File: config.mk
export PLATFORM = sky130hd
export DESIGN_NAME = mdio_phy_init
export DESIGN_NICKNAME = d
export VERILOG_FILES = /design/src/rtl/mdio_init_pkg.sv /design/src/rtl/mdio_mdc_gen.sv /design/src/rtl/mdio_frame_rom.sv /design/src/rtl/mdio_shift_port.sv /design/src/rtl/mdio_seq_ctrl.sv /design/src/rtl/mdio_phy_init.sv
export SDC_FILE = /design/constraint.sdc
export NUM_CORES = 1
export LEC_CHECK = 0
export ABC_AREA = 0
export ABC_CLOCK_PERIOD_IN_PS = 3000
export BUFFER_PORTS_ARGS = -buffer_cell sky130_fd_sc_hd__buf_2
export CORE_MARGIN = 4
export CORE_UTILIZATION = 60
export CTS_CLUSTER_DIAMETER = 40
export DETAILED_ROUTE_END_ITERATION = 8
export GPL_TIMING_DRIVEN = 1
export MAX_ROUTING_LAYER = met4
export PLACE_DENSITY = 0.78
export SYNTH_ARGS = -nofsm -noshare
export SYNTH_HDL_FRONTEND = slang
export SYNTH_SLANG_ARGS = --single-unit
export TNS_END_PERCENT = 10
File: constraint.sdc
create_clock -name clk -period 3 [get_ports clk]
set_input_delay 0.15 -clock clk [delete_from_list [all_inputs] [get_ports clk]]
set_output_delay 0.15 -clock clk [all_outputs]
set_load 0.01 [all_outputs]
File: src/rtl/mdio_init_pkg.sv
package mdio_init_pkg;

  typedef enum logic [2:0] {
    SEQ_GAP,
    SEQ_START,
    SEQ_WAIT,
    SEQ_CHECK,
    SEQ_DONE
  } seq_state_t;

  localparam logic [1:0] OP_WRITE = 2'b01;
  localparam logic [1:0] OP_READ  = 2'b10;

  localparam int unsigned FRAME_BITS  = 64;
  localparam int unsigned PRE_BITS    = 32;
  localparam int unsigned RD_DRIVE    = 46;
  localparam int unsigned RD_DATA_LO  = 48;

  localparam logic [1:0] STEP_RESET = 2'd0;
  localparam logic [1:0] STEP_PROG  = 2'd1;
  localparam logic [1:0] STEP_CHECK = 2'd2;

  function automatic logic [31:0] mgmt_word(input logic [1:0] op,
                                            input logic [4:0] phy,
                                            input logic [4:0] regad,
                                            input logic [15:0] data);
    logic [1:0] ta;
    ta = (op == OP_WRITE) ? 2'b10 : 2'b11;
    return {2'b01, op, phy, regad, ta, data};
  endfunction

endpackage

File: src/rtl/mdio_mdc_gen.sv
module mdio_mdc_gen #(
  parameter int unsigned HALF_DIV = 3
) (
  input  logic clk,
  input  logic rst_n,
  output logic mdc,
  output logic rise_stb,
  output logic fall_stb
);

  localparam int unsigned CW = $clog2(HALF_DIV + 1);

  logic [CW-1:0] cnt_q, cnt_d;
  logic          mdc_q, mdc_d;
  logic          wrap;

  assign wrap = (cnt_q == CW'(HALF_DIV - 1));

  always_comb begin
    cnt_d = cnt_q;
    mdc_d = mdc_q;
    if (wrap) begin
      cnt_d = '0;
      mdc_d = ~mdc_q;
    end else begin
      cnt_d = cnt_q + 1'b1;
    end
  end

  always_ff @(posedge clk or negedge rst_n) begin
    if (!rst_n) begin
      cnt_q <= '0;
      mdc_q <= 1'b0;
    end else begin
      cnt_q <= cnt_d;
      mdc_q <= mdc_d;
    end
  end

  assign mdc      = mdc_q;
  assign rise_stb = wrap & ~mdc_q;
  assign fall_stb = wrap & mdc_q;

endmodule

File: src/rtl/mdio_frame_rom.sv
module mdio_frame_rom
  import mdio_init_pkg::*;
#(
  parameter logic [4:0]  PHY_ADDR = 5'd1,
  parameter logic [15:0] CFG_100  = 16'h2100,
  parameter logic [15:0] CFG_10   = 16'h0100
) (
  input  logic [2:0]  addr,
  output logic [31:0] word,
  output logic [15:0] cfg_value
);

  localparam logic [4:0]  CTRL_REG  = 5'd0;
  localparam logic [15:0] RESET_VAL = 16'h8000;

  logic [15:0] cfg_sel;

  assign cfg_sel   = addr[2] ? CFG_10 : CFG_100;
  assign cfg_value = cfg_sel;

  always_comb begin
    case (addr[1:0])
      STEP_RESET: word = mgmt_word(OP_WRITE, PHY_ADDR, CTRL_REG, RESET_VAL);
      STEP_PROG:  word = mgmt_word(OP_WRITE, PHY_ADDR, CTRL_REG, cfg_sel);
      STEP_CHECK: word = mgmt_word(OP_READ,  PHY_ADDR, CTRL_REG, 16'h0000);
      default:    word = '1;
    endcase
  end

endmodule

File: src/rtl/mdio_shift_port.sv
module mdio_shift_port
  import mdio_init_pkg::*;
(
  input  logic        clk,
  input  logic        rst_n,
  input  logic        rise_stb,
  input  logic        fall_stb,
  input  logic        start,
  input  logic [31:0] word,
  input  logic        mdio_i,
  output logic        mdio_o,
  output logic        mdio_oe,
  output logic        busy,
  output logic        done,
  output logic [15:0] rdata
);

  logic        run_q, run_d;
  logic        arm_q, arm_d;
  logic [5:0]  bit_q, bit_d;
  logic [31:0] word_q, word_d;
  logic        o_q, o_d;
  logic        oe_q, oe_d;
  logic        done_q, done_d;
  logic [15:0] rd_q, rd_d;
  logic        is_read;
  logic [5:0]  nb;
  logic [5:0]  wi;

  assign is_read = (word_q[29:28] == OP_READ);

  always_comb begin
    run_d  = run_q;
    arm_d  = arm_q;
    bit_d  = bit_q;
    word_d = word_q;
    o_d    = o_q;
    oe_d   = oe_q;
    done_d = 1'b0;
    rd_d   = rd_q;
    nb     = bit_q + 6'd1;
    wi     = 6'd63 - nb;
    if (!run_q) begin
      if (start && !arm_q) begin
        arm_d  = 1'b1;
        word_d = word;
      end
      if (arm_q && fall_stb) begin
        run_d = 1'b1;
        arm_d = 1'b0;
        bit_d = '0;
        o_d   = 1'b1;
        oe_d  = 1'b1;
        rd_d  = '0;
      end
    end else begin
      if (fall_stb) begin
        if (bit_q == 6'(FRAME_BITS - 1)) begin
          run_d  = 1'b0;
          done_d = 1'b1;
          o_d    = 1'b1;
          oe_d   = 1'b0;
        end else begin
          bit_d = nb;
          o_d   = (nb < 6'(PRE_BITS)) ? 1'b1 : word_q[wi[4:0]];
          oe_d  = !is_read || (nb < 6'(RD_DRIVE));
        end
      end
      if (rise_stb && is_read && (bit_q >= 6'(RD_DATA_LO))) begin
        rd_d = {rd_q[14:0], mdio_i};
      end
    end
  end

  always_ff @(posedge clk or negedge rst_n) begin
    if (!rst_n) begin
      run_q  <= 1'b0;
      arm_q  <= 1'b0;
      bit_q  <= '0;
      word_q <= '0;
      o_q    <= 1'b1;
      oe_q   <= 1'b0;
      done_q <= 1'b0;
      rd_q   <= '0;
    end else begin
      run_q  <= run_d;
      arm_q  <= arm_d;
      bit_q  <= bit_d;
      word_q <= word_d;
      o_q    <= o_d;
      oe_q   <= oe_d;
      done_q <= done_d;
      rd_q   <= rd_d;
    end
  end

  assign mdio_o  = o_q;
  assign mdio_oe = oe_q;
  assign busy    = run_q | arm_q;
  assign done    = done_q;
  assign rdata   = rd_q;

  // a read transfer never drives during its final data bit
  a_r5_read_tail_released: assert property (@(posedge clk) disable iff (!rst_n)
    (run_q && is_read && (bit_q == 6'd63)) |-> !mdio_oe);

endmodule

File: src/rtl/mdio_seq_ctrl.sv
module mdio_seq_ctrl
  import mdio_init_pkg::*;
#(
  parameter int unsigned GAP_MDC = 8,
  parameter int unsigned RETRY_W = 4
) (
  input  logic               clk,
  input  logic               rst_n,
  input  logic               rate_sel,
  input  logic               rise_stb,
  input  logic               eng_busy,
  input  logic               eng_done,
  input  logic [15:0]        rdata,
  input  logic [15:0]        cfg_value,
  output logic [2:0]         rom_addr,
  output logic               start,
  output logic               init_done,
  output logic               init_error,
  output logic [RETRY_W-1:0] retry_count
);

  localparam int unsigned GW = $clog2(GAP_MDC + 1);

  seq_state_t         st_q, st_d;
  logic [1:0]         idx_q, idx_d;
  logic               rate_q, rate_d;
  logic [GW-1:0]      gap_q, gap_d;
  logic               done_q, done_d;
  logic               err_q, err_d;
  logic [RETRY_W-1:0] rty_q, rty_d;

  always_comb begin
    st_d   = st_q;
    idx_d  = idx_q;
    rate_d = rate_q;
    gap_d  = gap_q;
    done_d = done_q;
    err_d  = err_q;
    rty_d  = rty_q;
    start  = 1'b0;
    case (st_q)
      SEQ_GAP: begin
        if (rise_stb) begin
          if (gap_q == GW'(GAP_MDC - 1)) begin
            st_d  = SEQ_START;
            gap_d = '0;
            if (idx_q == STEP_RESET) begin
              rate_d = rate_sel;
            end
          end else begin
            gap_d = gap_q + 1'b1;
          end
        end
      end
      SEQ_START: begin
        start = 1'b1;
        st_d  = SEQ_WAIT;
      end
      SEQ_WAIT: begin
        if (eng_done) begin
          if (idx_q == STEP_CHECK) begin
            st_d = SEQ_CHECK;
          end else begin
            idx_d = idx_q + 2'd1;
            gap_d = '0;
            st_d  = SEQ_GAP;
          end
        end
      end
      SEQ_CHECK: begin
        if (rdata == cfg_value) begin
          done_d = 1'b1;
          err_d  = 1'b0;
          st_d   = SEQ_DONE;
        end else begin
          err_d = 1'b1;
          if (rty_q != '1) begin
            rty_d = rty_q + 1'b1;
          end
          idx_d = STEP_RESET;
          gap_d = '0;
          st_d  = SEQ_GAP;
        end
      end
      SEQ_DONE: begin
        st_d = SEQ_DONE;
      end
      default: begin
        st_d = SEQ_GAP;
      end
    endcase
  end

  always_ff @(posedge clk or negedge rst_n) begin
    if (!rst_n) begin
      st_q   <= SEQ_GAP;
      idx_q  <= STEP_RESET;
      rate_q <= 1'b0;
      gap_q  <= '0;
      done_q <= 1'b0;
      err_q  <= 1'b0;
      rty_q  <= '0;
    end else begin
      st_q   <= st_d;
      idx_q  <= idx_d;
      rate_q <= rate_d;
      gap_q  <= gap_d;
      done_q <= done_d;
      err_q  <= err_d;
      rty_q  <= rty_d;
    end
  end

  assign rom_addr    = {rate_q, idx_q};
  assign init_done   = done_q;
  assign init_error  = err_q;
  assign retry_count = rty_q;

  // a new transfer is only requested while the engine is idle
  a_r6_start_when_idle: assert property (@(posedge clk) disable iff (!rst_n)
    start |-> !eng_busy);

  // done is held once reached
  a_r7_done_held: assert property (@(posedge clk) disable iff (!rst_n)
    init_done |=> init_done);

  // done and error are never lit together
  a_r7_done_clears_error: assert property (@(posedge clk) disable iff (!rst_n)
    !(init_done && init_error));

  // the retry count only moves together with a lit error
  a_r8_retry_with_error: assert property (@(posedge clk) disable iff (!rst_n)
    (retry_count != $past(retry_count)) |-> init_error);

endmodule

File: src/rtl/mdio_phy_init.sv
module mdio_phy_init
  import mdio_init_pkg::*;
#(
  parameter int unsigned HALF_DIV = 3,
  parameter int unsigned GAP_MDC  = 8,
  parameter int unsigned RETRY_W  = 4,
  parameter logic [4:0]  PHY_ADDR = 5'd1,
  parameter logic [15:0] CFG_100  = 16'h2100,
  parameter logic [15:0] CFG_10   = 16'h0100
) (
  input  logic               clk,
  input  logic               rst_n,
  input  logic               rate_10m_sel,
  input  logic               mdio_i,
  output logic               mdc,
  output logic               mdio_o,
  output logic               mdio_oe,
  output logic               init_done,
  output logic               init_error,
  output logic [RETRY_W-1:0] retry_count
);

  logic [1:0]  rst_sync_q;
  logic        rst_n_int;
  logic        rise_stb;
  logic        fall_stb;
  logic [2:0]  rom_addr;
  logic [31:0] rom_word;
  logic [15:0] cfg_value;
  logic        eng_start;
  logic        eng_busy;
  logic        eng_done;
  logic [15:0] eng_rdata;

  always_ff @(posedge clk or negedge rst_n) begin
    if (!rst_n) begin
      rst_sync_q <= 2'b00;
    end else begin
      rst_sync_q <= {rst_sync_q[0], 1'b1};
    end
  end

  assign rst_n_int = rst_sync_q[1];

  mdio_mdc_gen #(.HALF_DIV(HALF_DIV)) u_mdc (
    .clk      (clk),
    .rst_n    (rst_n_int),
    .mdc      (mdc),
    .rise_stb (rise_stb),
    .fall_stb (fall_stb)
  );

  mdio_frame_rom #(.PHY_ADDR(PHY_ADDR), .CFG_100(CFG_100), .CFG_10(CFG_10)) u_rom (
    .addr      (rom_addr),
    .word      (rom_word),
    .cfg_value (cfg_value)
  );

  mdio_shift_port u_port (
    .clk      (clk),
    .rst_n    (rst_n_int),
    .rise_stb (rise_stb),
    .fall_stb (fall_stb),
    .start    (eng_start),
    .word     (rom_word),
    .mdio_i   (mdio_i),
    .mdio_o   (mdio_o),
    .mdio_oe  (mdio_oe),
    .busy     (eng_busy),
    .done     (eng_done),
    .rdata    (eng_rdata)
  );

  mdio_seq_ctrl #(.GAP_MDC(GAP_MDC), .RETRY_W(RETRY_W)) u_ctrl (
    .clk         (clk),
    .rst_n       (rst_n_int),
    .rate_sel    (rate_10m_sel),
    .rise_stb    (rise_stb),
    .eng_busy    (eng_busy),
    .eng_done    (eng_done),
    .rdata       (eng_rdata),
    .cfg_value   (cfg_value),
    .rom_addr    (rom_addr),
    .start       (eng_start),
    .init_done   (init_done),
    .init_error  (init_error),
    .retry_count (retry_count)
  );

  // the data output only moves together with a falling MDC
  a_r4_change_on_fall: assert property (@(posedge clk) disable iff (!rst_n_int)
    !$stable(mdio_o) |-> $fell(mdc));

  // after done the line is left released
  a_r7_released_after_done: assert property (@(posedge clk) disable iff (!rst_n_int)
    init_done |-> !mdio_oe);

  // MDC never toggles on two consecutive clock edges
  a_r1_no_double_toggle: assert property (@(posedge clk) disable iff (!rst_n_int)
    !$stable(mdc) |=> $stable(mdc));

endmodule

==> report_table.html, run 1 <==
<table>
<tr><th>Metric</th><th>Value</th></tr>
<tr><th colspan="2">Run status</th></tr>
<tr><td>Result of the run</td><td>finished clean</td></tr>
<tr><th colspan="2">Drt</th></tr>
<tr><td>DRC</td><td>0</td></tr>
<tr><td>Average routed wire per standard cell</td><td>15.0 um</td></tr>
<tr><td>DRT antenna net count</td><td>0</td></tr>
<tr><td>Number of DRC violations after detailed-routing iteration 0</td><td>90</td></tr>
<tr><td>Routed WL</td><td>between 5 and 6 mm</td></tr>
<tr><td>Number of search-and-repair iterations in the first detailed-routing pass</td><td>4</td></tr>
<tr><td>Post-DR vias/cell</td><td>6.11</td></tr>
<tr><td>Vias</td><td>2,079</td></tr>
<tr><th colspan="2">Floorplanning</th></tr>
<tr><td>Initial Utilization</td><td>0.638</td></tr>
<tr><td># IOs</td><td>13</td></tr>
<tr><td>Die footprint</td><td>0.00593 mm2</td></tr>
<tr><td>Number of rows in the core area</td><td>24</td></tr>
<tr><td>Height of the die</td><td>just under 80 um</td></tr>
<tr><td>Floorplan core area</td><td>0.00447 mm2</td></tr>
<tr><td>Die X-Extent</td><td>77 um</td></tr>
<tr><th colspan="2">Place</th></tr>
<tr><td>Port-buffer cells</td><td>12</td></tr>
<tr><td>Post-Place Setup Slack</td><td>0.726 ns</td></tr>
<tr><td>Final Wtd Congestion</td><td>0.881</td></tr>
<tr><td>Hpwl dp</td><td>3.62 mm</td></tr>
<tr><td>Number of cells after detailed placement</td><td>331</td></tr>
<tr><th colspan="2">Worst hold path</th></tr>
<tr><td>Worst-case hold path end point</td><td>u_port.rdata[0]$_DFFE_PN0P_</td></tr>
<tr><td>Type of the worst min-delay path</td><td>input port to flop</td></tr>
<tr><td>Worst Hold Path Cells</td><td>2</td></tr>
<tr><td>Hold path startpoint</td><td>mdio_i</td></tr>
<tr><th colspan="2">Synthesis</th></tr>
<tr><td>Most used flip-flop cell after synthesis</td><td>sky130_fd_sc_hd__dfrtp_1</td></tr>
<tr><td>FFs w/ async S/R, synth</td><td>1.00</td></tr>
<tr><td>Post-synth top area cell</td><td>sky130_fd_sc_hd__dfrtp_1</td></tr>
<tr><td>Warnings, synthesis</td><td>0</td></tr>
<tr><td>Sequential share of the synthesized area</td><td>0.482</td></tr>
<tr><td>Synth top area share</td><td>0.473</td></tr>
<tr><td>Count of flip-flops with a built-in enable after synthesis</td><td>0</td></tr>
<tr><td>Count of state elements after synthesis</td><td>between 50 and 60</td></tr>
<tr><td>Most area-consuming cells after synthesis</td><td>sky130_fd_sc_hd__dfrtp_1, sky130_fd_sc_hd__a22o_1, sky130_fd_sc_hd__ha_1</td></tr>
<tr><td>Net count of the mapped netlist</td><td>a little under 300</td></tr>
<tr><td>Number of cells produced by synthesis</td><td>about 280</td></tr>
<tr><td>Cell variety after synth</td><td>63</td></tr>
<tr><td>Mean post-synth cell area</td><td>10.3 um2</td></tr>
<tr><td>Cell area after synthesis</td><td>about 0.0029 mm2</td></tr>
<tr><th colspan="2">Worst setup path</th></tr>
<tr><td>Critical Path, Cell by Cell</td><td>ha_1 -&gt; xnor2_1 -&gt; and3_1 -&gt; o22ai_1 -&gt; o221ai_1 -&gt; a211oi_1</td></tr>
<tr><td>Startpoint-to-endpoint class of the critical path</td><td>flop to flop</td></tr>
<tr><td>Cell family with the largest share of critical-path delay</td><td>flip-flops</td></tr>
<tr><td>Crit path launch type</td><td>flop</td></tr>
<tr><td>Sum of buffers and inverters on the critical path</td><td>0</td></tr>
<tr><td>Data arrival, critical path</td><td>between 2 and 3 ns</td></tr>
<tr><td>R2r startpoint</td><td>u_port.bit_q[0]$_DFFE_PN0P_</td></tr>
<tr><td>Critical Path Slowest Stage Cell</td><td>sky130_fd_sc_hd__dfrtp_1</td></tr>
<tr><td>Worst path max stage delay</td><td>0.70 ns</td></tr>
<tr><td>Maximum fanout count along the critical path</td><td>20</td></tr>
<tr><td>Setup slack, reg-to-reg</td><td>0.71 ns</td></tr>
<tr><td>Type of element capturing the critical path</td><td>flop</td></tr>
<tr><td>Required time at the worst-slack endpoint</td><td>about 3.2 ns</td></tr>
<tr><td>Number of cells on the worst reg-to-reg path</td><td>6</td></tr>
<tr><td>Worst flop-to-flop path endpoint</td><td>u_port.mdio_o$_DFFE_PN1P_</td></tr>
<tr><th colspan="2">Power and ir drop</th></tr>
<tr><td>Worst-case vdd ir drop</td><td>0.325 mV</td></tr>
<tr><td>Pwr/cell area</td><td>431 mW/mm2</td></tr>
<tr><td>Leakage power</td><td>roughly 1.4 nW</td></tr>
<tr><th colspan="2">Global route</th></tr>
<tr><td>Met1 GRT Util</td><td>0.260</td></tr>
<tr><td>First-pass GRT wire length</td><td>9.18 mm</td></tr>
<tr><td>Vias in the first global route</td><td>1,982</td></tr>
<tr><td>Largest net degree at the start of global routing</td><td>54</td></tr>
<tr><td>Grt ovf</td><td>0</td></tr>
<tr><td>Most Crowded Layer GR</td><td>met2</td></tr>
<tr><td>Global-route total usage across every layer</td><td>0.197</td></tr>
<tr><td>Met2 Use GR</td><td>0.312</td></tr>
<tr><td>Met3 layer usage reported by global route</td><td>0.0386</td></tr>
<tr><td>Antenna violations before repair</td><td>0</td></tr>
<tr><th colspan="2">STA</th></tr>
<tr><td>Setup skew after layout</td><td>0.00469 ns</td></tr>
<tr><td>Worst hold slack after final layout</td><td>0.0712 ns</td></tr>
<tr><td>Final number of max-transition violations</td><td>0</td></tr>
<tr><td>Share of the cycle needed by the critical path after routing</td><td>0.764</td></tr>
<tr><td>Shortest clock period the worst path allows after layout</td><td>2.29 ns</td></tr>
<tr><td>Worst-Margin Slew</td><td>0.648 ns</td></tr>
<tr><td>Worst-case headroom to the max-slew limit</td><td>0.568</td></tr>
<tr><td>RSZ-0062 raised after global routing</td><td>no</td></tr>
<tr><td>Top achievable clock speed</td><td>436 MHz</td></tr>
<tr><td>Final setup violating endpoints</td><td>0</td></tr>
<tr><td>Final total negative setup slack</td><td>0 ns</td></tr>
<tr><td>Final hold violation count</td><td>0</td></tr>
<tr><td>Final critical-path setup slack</td><td>0.707 ns</td></tr>
<tr><th colspan="2">Job</th></tr>
<tr><td># Max-Cap Violations</td><td>0</td></tr>
<tr><th colspan="2">Cells and area</th></tr>
<tr><td>Most common library cell in the layout ignoring fill and taps</td><td>sky130_fd_sc_hd__dfrtp_1</td></tr>
<tr><td>NumNets Final</td><td>299</td></tr>
<tr><td>Antenna cells</td><td>0</td></tr>
<tr><td>Area Overhead vs Synth</td><td>7.67%</td></tr>
<tr><td>Most frequent cells in the layout</td><td>sky130_fd_sc_hd__dfrtp_1, sky130_fd_sc_hd__nand2_1, sky130_fd_sc_hd__nor2_1, sky130_fd_sc_hd__o21ai_0, sky130_fd_sc_hd__a22o_1</td></tr>
<tr><td>Non-filler cells, final</td><td>between 300 and 400</td></tr>
<tr><td>Utilization after layout</td><td>0.687</td></tr>
<tr><td>Fraction of layout cells with a size suffix above 1</td><td>0.139</td></tr>
<tr><th colspan="2">Clocking</th></tr>
<tr><td>CTS HTree Levels</td><td>2</td></tr>
<tr><td>CTS Root Cell</td><td>sky130_fd_sc_hd__clkbuf_8</td></tr>
<tr><td>CTS Buf Count</td><td>5</td></tr>
<tr><td>Total number of clock tree sinks</td><td>55</td></tr>
<tr><td>TritonCTS clock tree</td><td>built</td></tr>
<tr><td>Clock-pin slew on the worst setup and hold paths</td><td>0.09 ns</td></tr>
<tr><td>Clock latency reported for the late side of the worst-skew pair</td><td>0.31 ns</td></tr>
<tr><td>Max Root-Sink Buffers</td><td>2</td></tr>
</table>
## flip-flops by register name, indices dropped and copies added, names as in the netlist, 2 cells and up
signal              cells
u_ctrl.gap_q            4
u_port.rdata           16
u_ctrl.st_q             3
u_port.word_q           7
u_port.bit_q            6
u_mdc.cnt_q             2
u_ctrl.idx_q            2
rst_sync_q              2
u_ctrl.retry_count      4
## through the flow
stage | area [um2] | power, mW
3_5_place_dp | 2930 | 0.774
4_1_cts | 3080 | 1.34
5_1_grt | 3080 | 1.38
6_report | 3080 | 1.32
3_3_place_gp | 2930 | 0.775
2_1_floorplan | 2860 | 0.767
## final cells by class
type / instances / area [um2]
Timing Repair Buffer: 16 / 92.6
Fill cell: 355 / 1400
Tap cell: 52 / 65.1
Sequential cell: 55 / 1380
Clock buffer: 6 / 72.6
Multi-Input combinational cell: 201 / 1380
Clock inverter: 2 / 60.1
Inverter: 8 / 30.0
## repair_timing
item,4_1_cts,5_1_grt
endpoints found under the hold margin,2,0
resized for setup,0,0
hold buffers,1,0
setup buffers,0,0
## Yosys cell counts (all sizes together), types with 3 or more instances
master,instances
mux2,4
nand3,8
nand2b,8
a21o,6
a21oi,12
xnor2,5
nor2b,7
nand2,24
buf,11
nor3,6
dfrtp,54
inv,8
a31oi,5
nor4,4
mux2i,5
ha,8
nor2,17
and3,6
a22o,16
o21ai,17
o31ai,3
nand3b,3
## per-layer routing
layer / wire length, um / vias to the layer above / share of wire
met3: 120 / 7 / 0.023
met2: 2480 / 24 / 0.48
met5: 0 / - / 0
met1: 2440 / 1022 / 0.48
met4: 75 / 0 / 0.015
li1: - / 1026 / -
## worst max-delay path by stage
stage / start / to / slack [ns] / cells after the start
CTS: u_port.bit_q[0]$_DFFE_PN0P_ / u_port.mdio_o$_DFFE_PN1P_ / 0.71 / 6
floorplan: u_ctrl.idx_q[0]$_DFFE_PN0P_ / u_ctrl.gap_q[3]$_DFFE_PN0P_ / 1.27 / 7
global placement: u_port.bit_q[0]$_DFFE_PN0P_ / u_port.mdio_o$_DFFE_PN1P_ / 0.85 / 6
finish: u_port.bit_q[0]$_DFFE_PN0P_ / u_port.mdio_o$_DFFE_PN1P_ / 0.71 / 6
global route: u_port.bit_q[0]$_DFFE_PN0P_ / u_port.mdio_o$_DFFE_PN1P_ / 0.54 / 6
detailed placement: u_port.bit_q[0]$_DFFE_PN0P_ / u_port.mdio_o$_DFFE_PN1P_ / 0.73 / 6
## kinds of logic after synthesis
group,after synthesis,share of synthesized area
fa+ha+maj,8,0.0350
flops,55,0.482
compound gates,78,0.198
xor+xnor,7,0.0215
buf+inv,21,0.0359
simple gates,98,0.193
mux,9,0.0333
other cells,1,0.00131
## power breakdown
part	switching [mW]	total [mW]	internal, mW
combinational	0.0139	0.0170	0.00308
sequential	0.000283	0.742	0.742
clock	0.231	0.565	0.333
Note: power is estimated with default switching activity, not from simulation.
==> inputs of run 2 (changes only) <==
--- a/config.mk
+++ b/config.mk
@@ -6,7 +6,7 @@
 export NUM_CORES = 1
 export LEC_CHECK = 0
 export ABC_AREA = 0
-export ABC_CLOCK_PERIOD_IN_PS = 3000
+export ABC_CLOCK_PERIOD_IN_PS = 2190
 export BUFFER_PORTS_ARGS = -buffer_cell sky130_fd_sc_hd__buf_2
 export CORE_MARGIN = 4
 export CORE_UTILIZATION = 60
==> constraint.sdc (replaced) <==
create_clock -name clk -period 2.19 [get_ports clk]
set_input_delay 0.1095 -clock clk [delete_from_list [all_inputs] [get_ports clk]]
set_output_delay 0.1095 -clock clk [all_outputs]
set_load 0.01 [all_outputs]
==> run 2 against run 1 <==
Against the previous run: sequential cell count is the same; design area grew 1.5%; cell count grew 1.2%; worst hold slack lost 0.045 ns; core utilization grew 1.0 points; global-route usage grew 0.27 points; critical path type unchanged; critical endpoint unchanged; highest routed layer unchanged.
==> report_table.html, run 2 (synthesis gave the netlist of run 1 again) <==
<table>
<tr><th>Metric</th><th>Value</th></tr>
<tr><th colspan="2">Run status</th></tr>
<tr><td>Result of the run</td><td>finished clean</td></tr>
<tr><th colspan="2">STA</th></tr>
<tr><td>Shortest clock period the worst path allows after layout</td><td>2.02 ns</td></tr>
<tr><td>RSZ-0062 raised after global routing</td><td>yes</td></tr>
<tr><td>Final number of max-transition violations</td><td>0</td></tr>
<tr><td>Worst hold slack after final layout</td><td>0.0263 ns</td></tr>
<tr><td>Top achievable clock speed</td><td>just under 500 MHz</td></tr>
<tr><td>Final hold violation count</td><td>0</td></tr>
<tr><td>Worst-case headroom to the max-slew limit</td><td>0.573</td></tr>
<tr><td>Worst-Margin Slew</td><td>approximately 0.64 ns</td></tr>
<tr><td>Final total negative setup slack</td><td>0 ns</td></tr>
<tr><td>Final setup violating endpoints</td><td>0</td></tr>
<tr><td>Share of the cycle needed by the critical path after routing</td><td>0.924</td></tr>
<tr><td>Setup skew after layout</td><td>about 0.010 ns</td></tr>
<tr><th colspan="2">Worst hold path</th></tr>
<tr><td>Worst-case hold path end point</td><td>u_ctrl.rate_q$_DFFE_PN0P_</td></tr>
<tr><td>Hold path startpoint</td><td>rate_10m_sel</td></tr>
<tr><td>Type of the worst min-delay path</td><td>input port to flop</td></tr>
<tr><td>Worst Hold Path Cells</td><td>2</td></tr>
<tr><th colspan="2">Worst setup path</th></tr>
<tr><td>Sum of buffers and inverters on the critical path</td><td>0</td></tr>
<tr><td>Number of cells on the worst reg-to-reg path</td><td>6</td></tr>
<tr><td>Crit path launch type</td><td>flop</td></tr>
<tr><td>Critical Path Slowest Stage Cell</td><td>sky130_fd_sc_hd__dfrtp_1</td></tr>
<tr><td>Worst flop-to-flop path endpoint</td><td>u_port.mdio_o$_DFFE_PN1P_</td></tr>
<tr><td>Maximum fanout count along the critical path</td><td>12</td></tr>
<tr><td>Cell family with the largest share of critical-path delay</td><td>compound AO/OA/AOI/OAI gates</td></tr>
<tr><td>Startpoint-to-endpoint class of the critical path</td><td>flop to flop</td></tr>
<tr><td>Required time at the worst-slack endpoint</td><td>around 2.4 ns</td></tr>
<tr><td>Setup slack, reg-to-reg</td><td>between 0.15 and 0.2 ns</td></tr>
<tr><td>Worst path max stage delay</td><td>0.47 ns</td></tr>
<tr><td>Critical Path, Cell by Cell</td><td>ha_1 -&gt; xnor2_1 -&gt; a211oi_1 -&gt; o22ai_1 -&gt; o221ai_1 -&gt; a211oi_1</td></tr>
<tr><td>Type of element capturing the critical path</td><td>flop</td></tr>
<tr><td>Crit path top cell by count</td><td>sky130_fd_sc_hd__a211oi_1</td></tr>
<tr><td>Data arrival, critical path</td><td>2.25 ns</td></tr>
<tr><td>R2r startpoint</td><td>u_port.bit_q[1]$_DFFE_PN0P_</td></tr>
<tr><th colspan="2">Floorplanning</th></tr>
<tr><td>Initial Utilization</td><td>0.638</td></tr>
<tr><td>Die footprint</td><td>0.00593 mm2</td></tr>
<tr><td>Floorplan core area</td><td>0.00447 mm2</td></tr>
<tr><td># IOs</td><td>13</td></tr>
<tr><td>Number of rows in the core area</td><td>24</td></tr>
<tr><td>Die X-Extent</td><td>a little under 80 um</td></tr>
<tr><td>Height of the die</td><td>about 77 um</td></tr>
<tr><th colspan="2">Place</th></tr>
<tr><td>Number of cells after detailed placement</td><td>335</td></tr>
<tr><td>Hpwl dp</td><td>about 3.7 mm</td></tr>
<tr><td>Final Wtd Congestion</td><td>0.921</td></tr>
<tr><td>Port-buffer cells</td><td>12</td></tr>
<tr><th colspan="2">Drt</th></tr>
<tr><td>DRT antenna net count</td><td>0</td></tr>
<tr><td>Vias</td><td>2,079</td></tr>
<tr><td>Routed WL</td><td>5.10 mm</td></tr>
<tr><td>Number of search-and-repair iterations in the first detailed-routing pass</td><td>4</td></tr>
<tr><td>Number of DRC violations after detailed-routing iteration 0</td><td>114</td></tr>
<tr><td>DRC</td><td>0</td></tr>
<tr><td>Post-DR vias/cell</td><td>6.04</td></tr>
<tr><td>Average routed wire per standard cell</td><td>around 15 um</td></tr>
<tr><th colspan="2">Global route</th></tr>
<tr><td>Vias in the first global route</td><td>slightly above 2,000</td></tr>
<tr><td>First-pass GRT wire length</td><td>roughly 9.5 mm</td></tr>
<tr><td>Grt ovf</td><td>0</td></tr>
<tr><td>Largest net degree at the start of global routing</td><td>30</td></tr>
<tr><td>Global-route total usage across every layer</td><td>0.200</td></tr>
<tr><td>Antenna violations before repair</td><td>0</td></tr>
<tr><th colspan="2">Power and ir drop</th></tr>
<tr><td>Worst-case vdd ir drop</td><td>0.512 mV</td></tr>
<tr><td>Total Power Consumption</td><td>1.82 mW</td></tr>
<tr><td>Leakage power</td><td>1.44 nW</td></tr>
<tr><td>Pwr/cell area</td><td>583 mW/mm2</td></tr>
<tr><th colspan="2">Cells and area</th></tr>
<tr><td>Non-filler cells, final</td><td>344</td></tr>
<tr><td>Utilization after layout</td><td>0.698</td></tr>
<tr><td>Area Overhead vs Synth</td><td>9.29%</td></tr>
<tr><td>NumNets Final</td><td>303</td></tr>
<tr><td>Antenna cells</td><td>0</td></tr>
<tr><td>Fraction of layout cells with a size suffix above 1</td><td>0.154</td></tr>
<tr><td>Most common library cell in the layout ignoring fill and taps</td><td>sky130_fd_sc_hd__dfrtp_1</td></tr>
<tr><td>Most frequent cells in the layout</td><td>sky130_fd_sc_hd__dfrtp_1, sky130_fd_sc_hd__nand2_1, sky130_fd_sc_hd__nor2_1, sky130_fd_sc_hd__a22o_1, sky130_fd_sc_hd__o21ai_0</td></tr>
<tr><td>Largest register FFs</td><td>16</td></tr>
<tr><td>Filler Cells Inserted</td><td>337</td></tr>
<tr><th colspan="2">Clocking</th></tr>
<tr><td>CTS Buf Count</td><td>5</td></tr>
<tr><td>Total number of clock tree sinks</td><td>55</td></tr>
<tr><td>Clock latency reported for the late side of the worst-skew pair</td><td>between 0.3 and 0.4 ns</td></tr>
<tr><td>CTS HTree Levels</td><td>2</td></tr>
<tr><td>CTS Root Cell</td><td>sky130_fd_sc_hd__clkbuf_8</td></tr>
<tr><td>Max Root-Sink Buffers</td><td>2</td></tr>
<tr><td>Clock-pin slew on the worst setup and hold paths</td><td>0.10 ns</td></tr>
<tr><td>TritonCTS clock tree</td><td>built</td></tr>
<tr><th colspan="2">Job</th></tr>
<tr><td># Max-Cap Violations</td><td>0</td></tr>
</table>
run 2: cell count changes in the layout (fill, tap and decap cells not counted):
cell                         change
sky130_fd_sc_hd__buf_4           +3
sky130_fd_sc_hd__buf_12          +1
sky130_fd_sc_hd__clkbuf_1        -1
sky130_fd_sc_hd__clkinvlp_4      +1
sky130_fd_sc_hd__o21ai_0         -1
sky130_fd_sc_hd__o21ai_1         +1
run 2: how the worst max path moves through the flow:
stage	to	depth (start not counted)	slack, ns	start
5_1_grt	u_port.mdio_o$_DFFE_PN1P_	5	-0.02	u_port.bit_q[1]$_DFFE_PN0P_
6_report	u_port.mdio_o$_DFFE_PN1P_	6	0.17	u_port.bit_q[1]$_DFFE_PN0P_
2_1_floorplan	u_ctrl.gap_q[3]$_DFFE_PN0P_	7	0.46	u_ctrl.idx_q[0]$_DFFE_PN0P_
3_5_place_dp	u_port.mdio_o$_DFFE_PN1P_	6	0.19	u_port.bit_q[1]$_DFFE_PN0P_
4_1_cts	u_port.mdio_o$_DFFE_PN1P_	6	0.18	u_port.bit_q[1]$_DFFE_PN0P_
3_3_place_gp	u_port.mdio_o$_DFFE_PN1P_	6	0.27	u_port.bit_q[1]$_DFFE_PN0P_
run 2: per-stage QoR:
stage | area (um2) | worst slack (ns)
after floorplan | 2860 | 0.465
after global placement | 2980 | 0.270
after detailed placement | 2980 | 0.192
after CTS | 3120 | 0.176
after global routing | 3120 | -0.0228
final | 3120 | 0.166
run 2: per-layer routing:
metal / share of wire / wire length [um] / up-vias / track usage
met3: 0.029 / 147 / 13 / 0.0433
met5: 0 / 0 / - / -
met4: 0.027 / 138 / 0 / 0.0765
li1: - / - / 1039 / -
met2: 0.46 / 2340 / 28 / 0.303
met1: 0.48 / 2470 / 999 / 0.266
run 2: cell type report:
type / instances / area, um2 / share of cell area
sequential: 55 / 1380 / 0.442
multi-input combinational: 201 / 1380 / 0.441
timing repair buffer: 20 / 135 / 0.0433
clock buffer: 5 / 68.8 / 0.0220
clock inverter: 3 / 67.6 / 0.0216
tap: 52 / 65.1 / 0.0208
inverter: 8 / 30.0 / 0.00962
run 2: power by group:
group          switching [mW]  leakage (nW)  internal (mW)
logic                  0.0100         0.693        0.00661
clock network           0.322        0.0644          0.456
registers              0.0104         0.687           1.02
run 2: repair_timing:
action,CTS,global route
resized for setup,0,1
hold endpoints to repair,2,0
endpoints found under the setup margin,0,2
hold buffers,1,0
setup buffers,0,0
run 2: worst register-to-register path, cell delays in order, from the launching register on:
cell	delay, ns
sky130_fd_sc_hd__dfrtp_1	0.47
sky130_fd_sc_hd__ha_1	0.37
sky130_fd_sc_hd__xnor2_1	0.48
sky130_fd_sc_hd__a211oi_1	0.09
sky130_fd_sc_hd__o22ai_1	0.18
sky130_fd_sc_hd__o221ai_1	0.12
sky130_fd_sc_hd__a211oi_1	0.24
==> inputs of run 3 (changes only) <==
--- a/config.mk
+++ b/config.mk
@@ -14,7 +14,7 @@
 export DETAILED_ROUTE_END_ITERATION = 8
 export GPL_TIMING_DRIVEN = 1
 export MAX_ROUTING_LAYER = met4
-export PLACE_DENSITY = 0.78
+export PLACE_DENSITY = 0.88
 export SYNTH_ARGS = -nofsm -noshare
 export SYNTH_HDL_FRONTEND = slang
 export SYNTH_SLANG_ARGS = --single-unit
==> run 3 against run 2 <==
Against the previous run: clock-buffer cell count is 3 higher; largest cell class is now multi-input gates; die area stayed put; sequential power about the same; wire length grew 5.3%; worst hold slack better by 0.018 ns; sequential cell count did not move; sequential share of layout area increased by 0.56 points.
==> report_table.html, run 3 (synthesis gave the netlist of run 1 again) <==
<table>
<tr><th>Metric</th><th>Value</th></tr>
<tr><th colspan="2">Run status</th></tr>
<tr><td>Result of the run</td><td>finished clean</td></tr>
<tr><th colspan="2">STA</th></tr>
<tr><td>Worst-Margin Slew</td><td>0.651 ns</td></tr>
<tr><td>Worst-case headroom to the max-slew limit</td><td>0.566</td></tr>
<tr><td>Final total negative setup slack</td><td>0 ns</td></tr>
<tr><td>Final hold violation count</td><td>0</td></tr>
<tr><td>Share of the cycle needed by the critical path after routing</td><td>0.906</td></tr>
<tr><td>Setup skew after layout</td><td>0.00947 ns</td></tr>
<tr><td>Shortest clock period the worst path allows after layout</td><td>between 1.5 and 2 ns</td></tr>
<tr><td>Final number of max-transition violations</td><td>0</td></tr>
<tr><td>Top achievable clock speed</td><td>504 MHz</td></tr>
<tr><td>Worst hold slack after final layout</td><td>about 0.045 ns</td></tr>
<tr><td>RSZ-0062 raised after global routing</td><td>no</td></tr>
<tr><td>Final critical-path setup slack</td><td>~0.21 ns</td></tr>
<tr><td>Final setup violating endpoints</td><td>0</td></tr>
<tr><th colspan="2">Floorplanning</th></tr>
<tr><td>Number of rows in the core area</td><td>24</td></tr>
<tr><td>Floorplan core area</td><td>roughly 0.0045 mm2</td></tr>
<tr><td>Height of the die</td><td>77 um</td></tr>
<tr><td># IOs</td><td>13</td></tr>
<tr><td>Die X-Extent</td><td>slightly below 80 um</td></tr>
<tr><td>Initial Utilization</td><td>0.638</td></tr>
<tr><td>Die footprint</td><td>0.00593 mm2</td></tr>
<tr><th colspan="2">Global route</th></tr>
<tr><td>First-pass GRT wire length</td><td>slightly above 9 mm</td></tr>
<tr><td>Global-route total usage across every layer</td><td>0.194</td></tr>
<tr><td>Vias in the first global route</td><td>1,945</td></tr>
<tr><td>Antenna violations before repair</td><td>0</td></tr>
<tr><td>Largest net degree at the start of global routing</td><td>54</td></tr>
<tr><td>Grt ovf</td><td>0</td></tr>
<tr><th colspan="2">Clocking</th></tr>
<tr><td>Clock latency reported for the late side of the worst-skew pair</td><td>0.30 ns</td></tr>
<tr><td>Total number of clock tree sinks</td><td>55</td></tr>
<tr><td>CTS HTree Levels</td><td>2</td></tr>
<tr><td>Post-CTS setup buffers</td><td>0</td></tr>
<tr><td>Clock-pin slew on the worst setup and hold paths</td><td>approximately 0.090 ns</td></tr>
<tr><td>TritonCTS clock tree</td><td>built</td></tr>
<tr><td>Max Root-Sink Buffers</td><td>2</td></tr>
<tr><td>CTS Buf Count</td><td>5</td></tr>
<tr><td>CTS Root Cell</td><td>sky130_fd_sc_hd__clkbuf_8</td></tr>
<tr><th colspan="2">Worst setup path</th></tr>
<tr><td>Data arrival, critical path</td><td>2.16 ns</td></tr>
<tr><td>Startpoint-to-endpoint class of the critical path</td><td>flop to flop</td></tr>
<tr><td>Type of element capturing the critical path</td><td>flop</td></tr>
<tr><td>Crit path launch type</td><td>flop</td></tr>
<tr><td>Maximum fanout count along the critical path</td><td>5</td></tr>
<tr><td>Required time at the worst-slack endpoint</td><td>2.37 ns</td></tr>
<tr><th colspan="2">Cells and area</th></tr>
<tr><td>Most frequent cells in the layout</td><td>sky130_fd_sc_hd__dfrtp_1, sky130_fd_sc_hd__nand2_1, sky130_fd_sc_hd__nor2_1, sky130_fd_sc_hd__o21ai_0, sky130_fd_sc_hd__a22o_1</td></tr>
<tr><td>Area Overhead vs Synth</td><td>7.93%</td></tr>
<tr><td>Most common library cell in the layout ignoring fill and taps</td><td>sky130_fd_sc_hd__dfrtp_1</td></tr>
<tr><td>Utilization after layout</td><td>0.689</td></tr>
<tr><td>Antenna cells</td><td>0</td></tr>
<tr><td>Fraction of layout cells with a size suffix above 1</td><td>0.158</td></tr>
<tr><td>Largest register FFs</td><td>16</td></tr>
<tr><td>NumNets Final</td><td>303</td></tr>
<tr><th colspan="2">Drt</th></tr>
<tr><td>DRC</td><td>0</td></tr>
<tr><td>Vias</td><td>2,119</td></tr>
<tr><td>Number of search-and-repair iterations in the first detailed-routing pass</td><td>4</td></tr>
<tr><td>Routed WL</td><td>5.37 mm</td></tr>
<tr><td>Post-DR vias/cell</td><td>6.16</td></tr>
<tr><td>Number of DRC violations after detailed-routing iteration 0</td><td>184</td></tr>
<tr><td>DRT antenna net count</td><td>0</td></tr>
<tr><td>Average routed wire per standard cell</td><td>between 15 and 20 um</td></tr>
<tr><th colspan="2">Power and ir drop</th></tr>
<tr><td>Leakage power</td><td>1.43 nW</td></tr>
<tr><td>Switching power</td><td>~330 uW</td></tr>
<tr><td>Sequential Power Share</td><td>0.622</td></tr>
<tr><td>Share of power burned in the clock network</td><td>0.364</td></tr>
<tr><td>Pwr/cell area</td><td>530 mW/mm2</td></tr>
<tr><td>Combinational cell fraction of total power</td><td>0.014</td></tr>
<tr><td>Cell Int Power</td><td>1.31 mW</td></tr>
<tr><td>Worst-case vdd ir drop</td><td>0.468 mV</td></tr>
<tr><td>Switch share</td><td>0.199</td></tr>
<tr><th colspan="2">Place</th></tr>
<tr><td>Hpwl dp</td><td>between 3 and 4 mm</td></tr>
<tr><td>Port-buffer cells</td><td>12</td></tr>
<tr><td>Post-Place Setup Slack</td><td>0.167 ns</td></tr>
<tr><td>Final Wtd Congestion</td><td>0.889</td></tr>
<tr><th colspan="2">Job</th></tr>
<tr><td># Max-Cap Violations</td><td>0</td></tr>
<tr><th colspan="2">Worst hold path</th></tr>
<tr><td>Type of the worst min-delay path</td><td>input port to flop</td></tr>
</table>
## run 3: final timing paths
| check | slack [ns] | endpoint | cells past startpoint | start |
|---|---|---|---|---|
| worst max-delay path | 0.21 | u_ctrl.gap_q[3]$_DFFE_PN0P_ | 7 | u_ctrl.idx_q[0]$_DFFE_PN0P_ |
| worst min-delay path | 0.04 | u_port.rdata[0]$_DFFE_PN0P_ | 2 | mdio_i |
| worst max register to register | 0.21 | u_ctrl.gap_q[3]$_DFFE_PN0P_ | 7 | u_ctrl.idx_q[0]$_DFFE_PN0P_ |
| worst min register to register | 0.35 | rst_sync_q[1]$_DFF_PN0_ | 0 | rst_sync_q[0]$_DFF_PN0_ |
| max in group asynchronous | 1.38 | u_ctrl.st_q[1]$_DFFE_PN0P_ | 1 | rst_sync_q[1]$_DFF_PN0_ |
| min in group asynchronous | 0.12 | rst_sync_q[1]$_DFF_PN0_ | 2 | rst_n |
## run 3: power groups by stage
stage | clock network (mW) | logic [mW] | registers (mW)
floorplan | 0 | 0.000182 | 1.05
global placement | 0 | 0.0233 | 1.04
detailed placement | 0 | 0.0240 | 1.04
CTS | 0.611 | 0.0253 | 1.02
global route | 0.659 | 0.0276 | 1.02
finish | 0.595 | 0.0237 | 1.02
## run 3: layout make-up
cell class                 instances  area (um2)
fill                             352        1390
multi-input combinational        201        1390
sequential                        55        1380
timing repair buffer              20         123
clock buffer                       8         100
tap                               52        65.1
inverter                           8        30.0
## run 3: through the flow
step	area, um2	total power, mW	instances
4_1_cts	3070	1.65	344
3_5_place_dp	2960	1.06	335
2_1_floorplan	2860	1.05	277
6_report	3080	1.64	344
3_3_place_gp	2960	1.06	335
5_1_grt	3080	1.70	344
## run 3: what timing repair did
action                                  4_1_cts  5_1_grt
gates resized for setup                       0        2
endpoints found under the setup margin        0        1
hold buffers                                  1        0
hold endpoints to repair                      2        0
## run 3: routing by layer
metal / GRT usage / vias to the layer above / share of wire / wire length, um
met5: - / - / 0 / 0
met1: 0.258 / 1042 / 0.47 / 2520
met3: 0.0281 / 2 / 0.032 / 172
met2: 0.318 / 40 / 0.49 / 2650
li1: - / 1035 / - / -
met4: 0.0445 / 0 / 0.0045 / 24
## run 3: worst max-delay path, cell delays in order, from the launching register on
cell,delay [ns]
sky130_fd_sc_hd__dfrtp_1,0.44
sky130_fd_sc_hd__inv_1,0.10
sky130_fd_sc_hd__ha_1,0.23
sky130_fd_sc_hd__nor2b_1,0.24
sky130_fd_sc_hd__o21ai_0,0.24
sky130_fd_sc_hd__a21o_2,0.29
sky130_fd_sc_hd__o31ai_1,0.23
sky130_fd_sc_hd__o21ai_1,0.10
